File: src/rtl/bus_cmd_gen.sv
module bus_cmd_gen (
  input  logic       clk,
  input  logic       rst_n,
  input  logic [2:0] status,
  output logic       addr_latch,
  output logic       data_en,
  output logic       dir_tx,
  output logic       mrd_n,
  output logic       mwr_n,
  output logic       iord_n,
  output logic       iowr_n,
  output logic       inta_n
);

  localparam logic [2:0] ST_ACK   = 3'b000;
  localparam logic [2:0] ST_IORD  = 3'b001;
  localparam logic [2:0] ST_IOWR  = 3'b010;
  localparam logic [2:0] ST_FETCH = 3'b100;
  localparam logic [2:0] ST_MRD   = 3'b101;
  localparam logic [2:0] ST_MWR   = 3'b110;
  localparam logic [2:0] ST_IDLE  = 3'b111;

  logic [2:0] prev_st;
  logic [2:0] kind;
  logic       in_cycle;
  logic [4:0] strb_n;   // {inta, iord, iowr, mrd, mwr}
  logic [4:0] sel;

  wire passive = (status == ST_IDLE);
  wire start   = (prev_st == ST_IDLE) && !passive;
  wire go      = in_cycle && !passive;
  wire is_wr   = (status == ST_IOWR) || (status == ST_MWR);

  always_comb begin
    sel = 5'b00000;
    if (go) begin
      case (kind)
        ST_ACK:           sel = 5'b10000;
        ST_IORD:          sel = 5'b01000;
        ST_IOWR:          sel = 5'b00100;
        ST_FETCH, ST_MRD: sel = 5'b00010;
        ST_MWR:           sel = 5'b00001;
        default:          sel = 5'b00000;
      endcase
    end
  end

  always_ff @(posedge clk or negedge rst_n) begin
    if (!rst_n) begin
      prev_st    <= ST_IDLE;
      kind       <= ST_IDLE;
      in_cycle   <= 1'b0;
      addr_latch <= 1'b0;
      data_en    <= 1'b0;
      dir_tx     <= 1'b0;
      strb_n     <= 5'b11111;
    end else begin
      prev_st    <= status;
      addr_latch <= start;
      if (start) begin
        in_cycle <= 1'b1;
        kind     <= status;
      end else if (passive) begin
        in_cycle <= 1'b0;
      end
      if (start)        dir_tx <= is_wr;
      else if (passive) dir_tx <= 1'b0;
      strb_n  <= ~sel;
      data_en <= |sel;
    end
  end

  assign inta_n = strb_n[4];
  assign iord_n = strb_n[3];
  assign iowr_n = strb_n[2];
  assign mrd_n  = strb_n[1];
  assign mwr_n  = strb_n[0];

  p_latch_single_r2: assert property (@(posedge clk) disable iff (!rst_n)
    addr_latch |=> !addr_latch);

  p_cmd_follows_latch_r3: assert property (@(posedge clk) disable iff (!rst_n)
    $fell(&strb_n) |-> $past(addr_latch));

  p_den_with_cmd_r6: assert property (@(posedge clk) disable iff (!rst_n)
    data_en |-> !(&strb_n));

  p_wr_dir_r7: assert property (@(posedge clk) disable iff (!rst_n)
    (!mwr_n || !iowr_n) |-> dir_tx);

  p_rd_dir_r7: assert property (@(posedge clk) disable iff (!rst_n)
    (!mrd_n || !iord_n || !inta_n) |-> !dir_tx);

  p_release_r8: assert property (@(posedge clk) disable iff (!rst_n)
    passive |=> (&strb_n && !data_en && !dir_tx));

  p_one_cmd_r10: assert property (@(posedge clk) disable iff (!rst_n)
    $countones(~strb_n) <= 1);

endmodule

File: config.mk
export PLATFORM = sky130hd
export DESIGN_NAME = bus_cmd_gen
export DESIGN_NICKNAME = d
export VERILOG_FILES = /design/src/rtl/bus_cmd_gen.sv
export SDC_FILE = /design/constraint.sdc
export NUM_CORES = 1
export LEC_CHECK = 0
export CAP_MARGIN = 20
export CORE_AREA = 2 2 39 41
export CTS_BUF_LIST = sky130_fd_sc_hd__clkbuf_8
export CTS_CLUSTER_DIAMETER = 150
export DETAILED_ROUTE_END_ITERATION = 12
export DIE_AREA = 0 0 41 43
export PLACE_DENSITY = 0.67
export SLEW_MARGIN = 30
export SYNTH_ARGS = -nofsm -noshare
export SYNTH_HDL_FRONTEND = slang
export SYNTH_SLANG_ARGS = --single-unit
File: constraint.sdc
create_clock -name clk -period 1.9 [get_ports clk]
set_clock_uncertainty 0.1 [all_clocks]
set_input_delay 0.57 -clock clk [delete_from_list [all_inputs] [get_ports clk]]
set_output_delay 0.57 -clock clk [all_outputs]
set_load 0.01 [all_outputs]
# Word-level counts from Yosys, hierarchy flattened
# Cells that the tools add are included.
[totals] output_inout_bits=8 word_cells=30 input_bits=5 reg_bits=15
[classes] muxes=5 n_eq_ne=9 reduce_logical=8 bitwise_logic=1
[op_table] op="5-bit one-hot mux with 5 select lines" n=1
[op_table] op="3-bit equality test (second input constant)" n=6
[op_table] op="3-bit by 2-bit equality test with 1-bit output (second input constant)" n=2
[op_table] op="5-bit two-way mux" n=1
[op_table] op="5-bit inverter" n=1
[op_table] op="5-bit OR reduction" n=1
[op_table] op="3-bit by 1-bit equality test with 1-bit output (second input constant)" n=1
[op_table] op="3-bit zero test" n=1
[op_table] op="1-bit two-way mux" n=3
[op_table] op="1-bit logical AND" n=2
[op_table] op="2-bit nonzero test" n=1
[op_table] op="2-bit OR reduction" n=1
[op_table] op="1-bit zero test" n=1
[op_table] op="1-bit logical OR" n=1

# Logic depth before layout (Yosys ltp)
[depth] word_depth=5 depth_mapped=3 mapped_depth_nobuf=3

# Worst setup path after synthesis
# OpenSTA, ideal clock, no wires.
[synth_path] path_type="input-to-reg" start="input port status[0]" end="register strb_n[3]" path_buffers=0 t_required_ns=1.706 cell_stages=3 setup_time_ns=0.094 path_slack_ns=0.527 arrival_ns=1.179 cell_sequence="nand3_2 > nand2_2 > or4b_1"
[synth_via] elab_chain_len=5
[synth_rtl] item="start, declared" line="4" rtl="input logic [2:0] status,"
[synth_rtl] item="3-bit equality test" line="29" rtl="wire passive = (status == ST_IDLE);"
[synth_rtl] item="1-bit zero test" line="31" rtl="wire go = in_cycle && !passive;"
[synth_rtl] item="1-bit logical AND" line="31"
[synth_rtl] item="5-bit two-way mux" line="36" rtl="if (go) begin"
[synth_rtl] item="5-bit inverter" line="68" rtl="strb_n <= ~sel;"
[synth_rtl] item="end signal, assigned" line="68"
[synth_rtl] item="end, declared" line="26" rtl="logic [4:0] strb_n;"
# No other way between the ends.
# A chain may end at the register's enable or synchronous reset.

# Final worst setup path
[layout_path] start="register dir_tx" end="output port dir_tx"
[layout_rtl] item="start, declared" line="7" rtl="output logic dir_tx,"
[layout_rtl] item="start signal, assigned" line="66" rtl="if (start) dir_tx <= is_wr;"
# No word-level cell between the ends.

==> run summary <==
status: finished, final reports clean
XOR/XNOR Fraction of Synth Area: 0%
Setup Crit Path Kind: flop to output port
pwr/cell area: 989.9 mW/mm2
Synth Area in Compound Gates: 6.713%
Top Metal Used: met4
total power draw: 0.0007494 W
Placer Congestion: 0.7463
Fmax achieved: 0.5553 GHz
Setup crit start kind: flop
dpl hpwl: 687.7 um
H-tree depth: 1
slowest CP cell: clkdlybuf4s50_1
Max clock buf depth: 2
Critical Path AT: 1.13 ns
die area: 0.001763 mm2
max-slew violations: 0
final wirelength: 903 um
yosys warns: 0
post-synthesis mux area share: 4.630%
number of DRC markers in iteration 0: 9
Routed Antenna Nets: 0
clk_lat worst skew: 0.24 ns
cell breakdown of the critical path: clkdlybuf4s50_1
largest family of logic cells by synthesized area: simple AND/OR/NAND/NOR gates
most common cell after layout, fill and taps aside: dfstp_2
Die Y: 43 um
final worst hold slack: 0.3881 ns
critical-path maximum fanout: 2
initial core utilization: 39.06%
Area contributors post-synth: dfstp_2 (53%), dfrtp_1 (19%), nand4b_1 (3.2%), o22a_1 (3.2%), mux2_4 (2.8%)
drt via density: 5.028
sequential share of the synthesized area: 71.99%
die width: 41 um
Leak: 0.3193 nW
worst setup path startpoint: dir_tx
Met1 Wirelength: 325 um
CORE AREA: 0.001384 mm2
RSZ-0062 raised after global routing: false
mapped cell area: 540.5 um2
routed via count: 357
First-pass DRT Iterations: 4
pin count of the biggest net entering global routing: 16
most frequent cells in the layout: dfstp_2 (11), clkdlybuf4s50_1 (7), dlygate4sd2_1 (5), buf_4 (5), dfrtp_1 (4)
sum of buffers and inverters on the critical path: 1
vias in the first global route: 364
setup TNS: 0 ns
max-cap violation count: 0
nature of the critical path endpoint: output port
Synth Register Bits: 15
Post-Syn Instances: 34
Hold WC Path Type: flop to flop
Final Hold Viols: 0
layout net count: 61
period utilization: 94.77%
hold_sp: kind[2]
Yosys cell types: 17
met3 wire len: 60 um
Avg Cell Area, Syn: 15.90 um2
top cell type's share of synthesized area: 53.47%
met2 wire length: 506 um
first-pass GRT wire length: 1566 um
CTS tree: built
Clock Tree Root: clkbuf_8
Slew @ Worst Pin: 0.2922 ns
Post-Synth Adder-Cell Area: 0%
total track usage: 14.17%
Top Ports: 13
total grt overflow: 0
Critical Path Max Stage Delay: 0.54 ns
register-to-register path setup slack: 0.42 ns
final setup vio count: 0
clock slew at reported path FFs: 0.05 ns
simple-gate share of the synthesized area: 16.67%
Core Rows: 14
min cycle time layout: 1.801 ns
Top Family by Delay on Critical Path: buffers and inverters
initial antenna violation count: 0
Clock Sinks: 15
CTS Buf Count: 3
WL/cell: 12.72 um
I/O Buffers: 12
share of layout cells above drive strength 1: 43.64%
Layout area overhead: 40.05%
Worst slew margin: 80.46%
RR Startpoint: prev_st[1]
Mapped Nets: 39
Worst VDD drop: 0.5790 mV
required time of the critical path: 1.23 ns
drt drc: 0
Synth area leader: dfstp_2
Antenna Cells: 0
## worst paths after layout
| path | to | cells after the start |
|---|---|---|
| max | dir_tx | 1 |
| max in group asynchronous | strb_n[2] | 2 |
| min in group asynchronous | data_en | 2 |
| min reg2reg | strb_n[0] | 1 |
| min | strb_n[0] | 1 |
| max reg2reg | kind[1] | 3 |
## synth_stat cells
master	n
dfstp_2	11
mux2i_1	1
a21oi_1	2
nand2_2	1
nand3_1	1
nor2b_1	1
dfrtp_1	4
or4_1	1
nand4_1	1
nor2b_4	1
mux2_4	1
o22a_1	2
or4b_1	1
nand3_2	1
nand2_1	2
nand4b_1	2
a21o_2	1
## final cells by class
type	count	area, um2
sequential	15	389.1
clock inverter	1	3.754
tap	16	20.02
multi-input combinational	19	151.4
fill	119	626.9
clock buffer	3	41.29
timing repair buffer	17	151.4
## state kept, by name, summed over array words and instances (netlist names)
signal	flops
addr_latch	1
data_en	1
dir_tx	1
in_cycle	1
kind	3
prev_st	3
strb_n	5
## metal layers
metal  vias up  GRT usage [%]
met5         -              0
met2        13          21.88
li1        168              -
met1       174          15.22
met3         2          1.571
met4         0          14.00
## report_power, final
group	total, W	internal (W)	switching, W	leakage, nW
sequential	0.000401	0.000374	0.0000273	0.167
combinational	0.000107	0.0000637	0.0000434	0.126
clock	0.000241	0.000143	0.0000987	0.0269
## cells by family after synthesis
family | count (synthesis)
simple gates | 12
flops | 15
mux | 2
compound gates | 5
## per-stage QoR
| step | area (um2) | setup slack [ns] | instances | util, % |
|---|---|---|---|---|
| 2_1_floorplan | 540.5 | 0.5266 | 34 | - |
| 3_3_place_gp | 718.2 | 0.05613 | 67 | 51.90 |
| 3_5_place_dp | 718.2 | 0.03856 | 67 | 51.90 |
| 4_1_cts | 757.0 | 0.08394 | 71 | 54.70 |
| 5_1_grt | 757.0 | 0.07229 | 71 | 54.70 |
| 6_report | 757.0 | 0.09929 | 71 | 54.70 |
## repair_timing
item / 4_1_cts / 5_1_grt
endpoints found under the setup margin: 5 / 0
resized for setup: 5 / 0
hold buffers: 0 / 0
setup buffers: 0 / 0
Note: power is estimated with default switching activity, not from simulation.
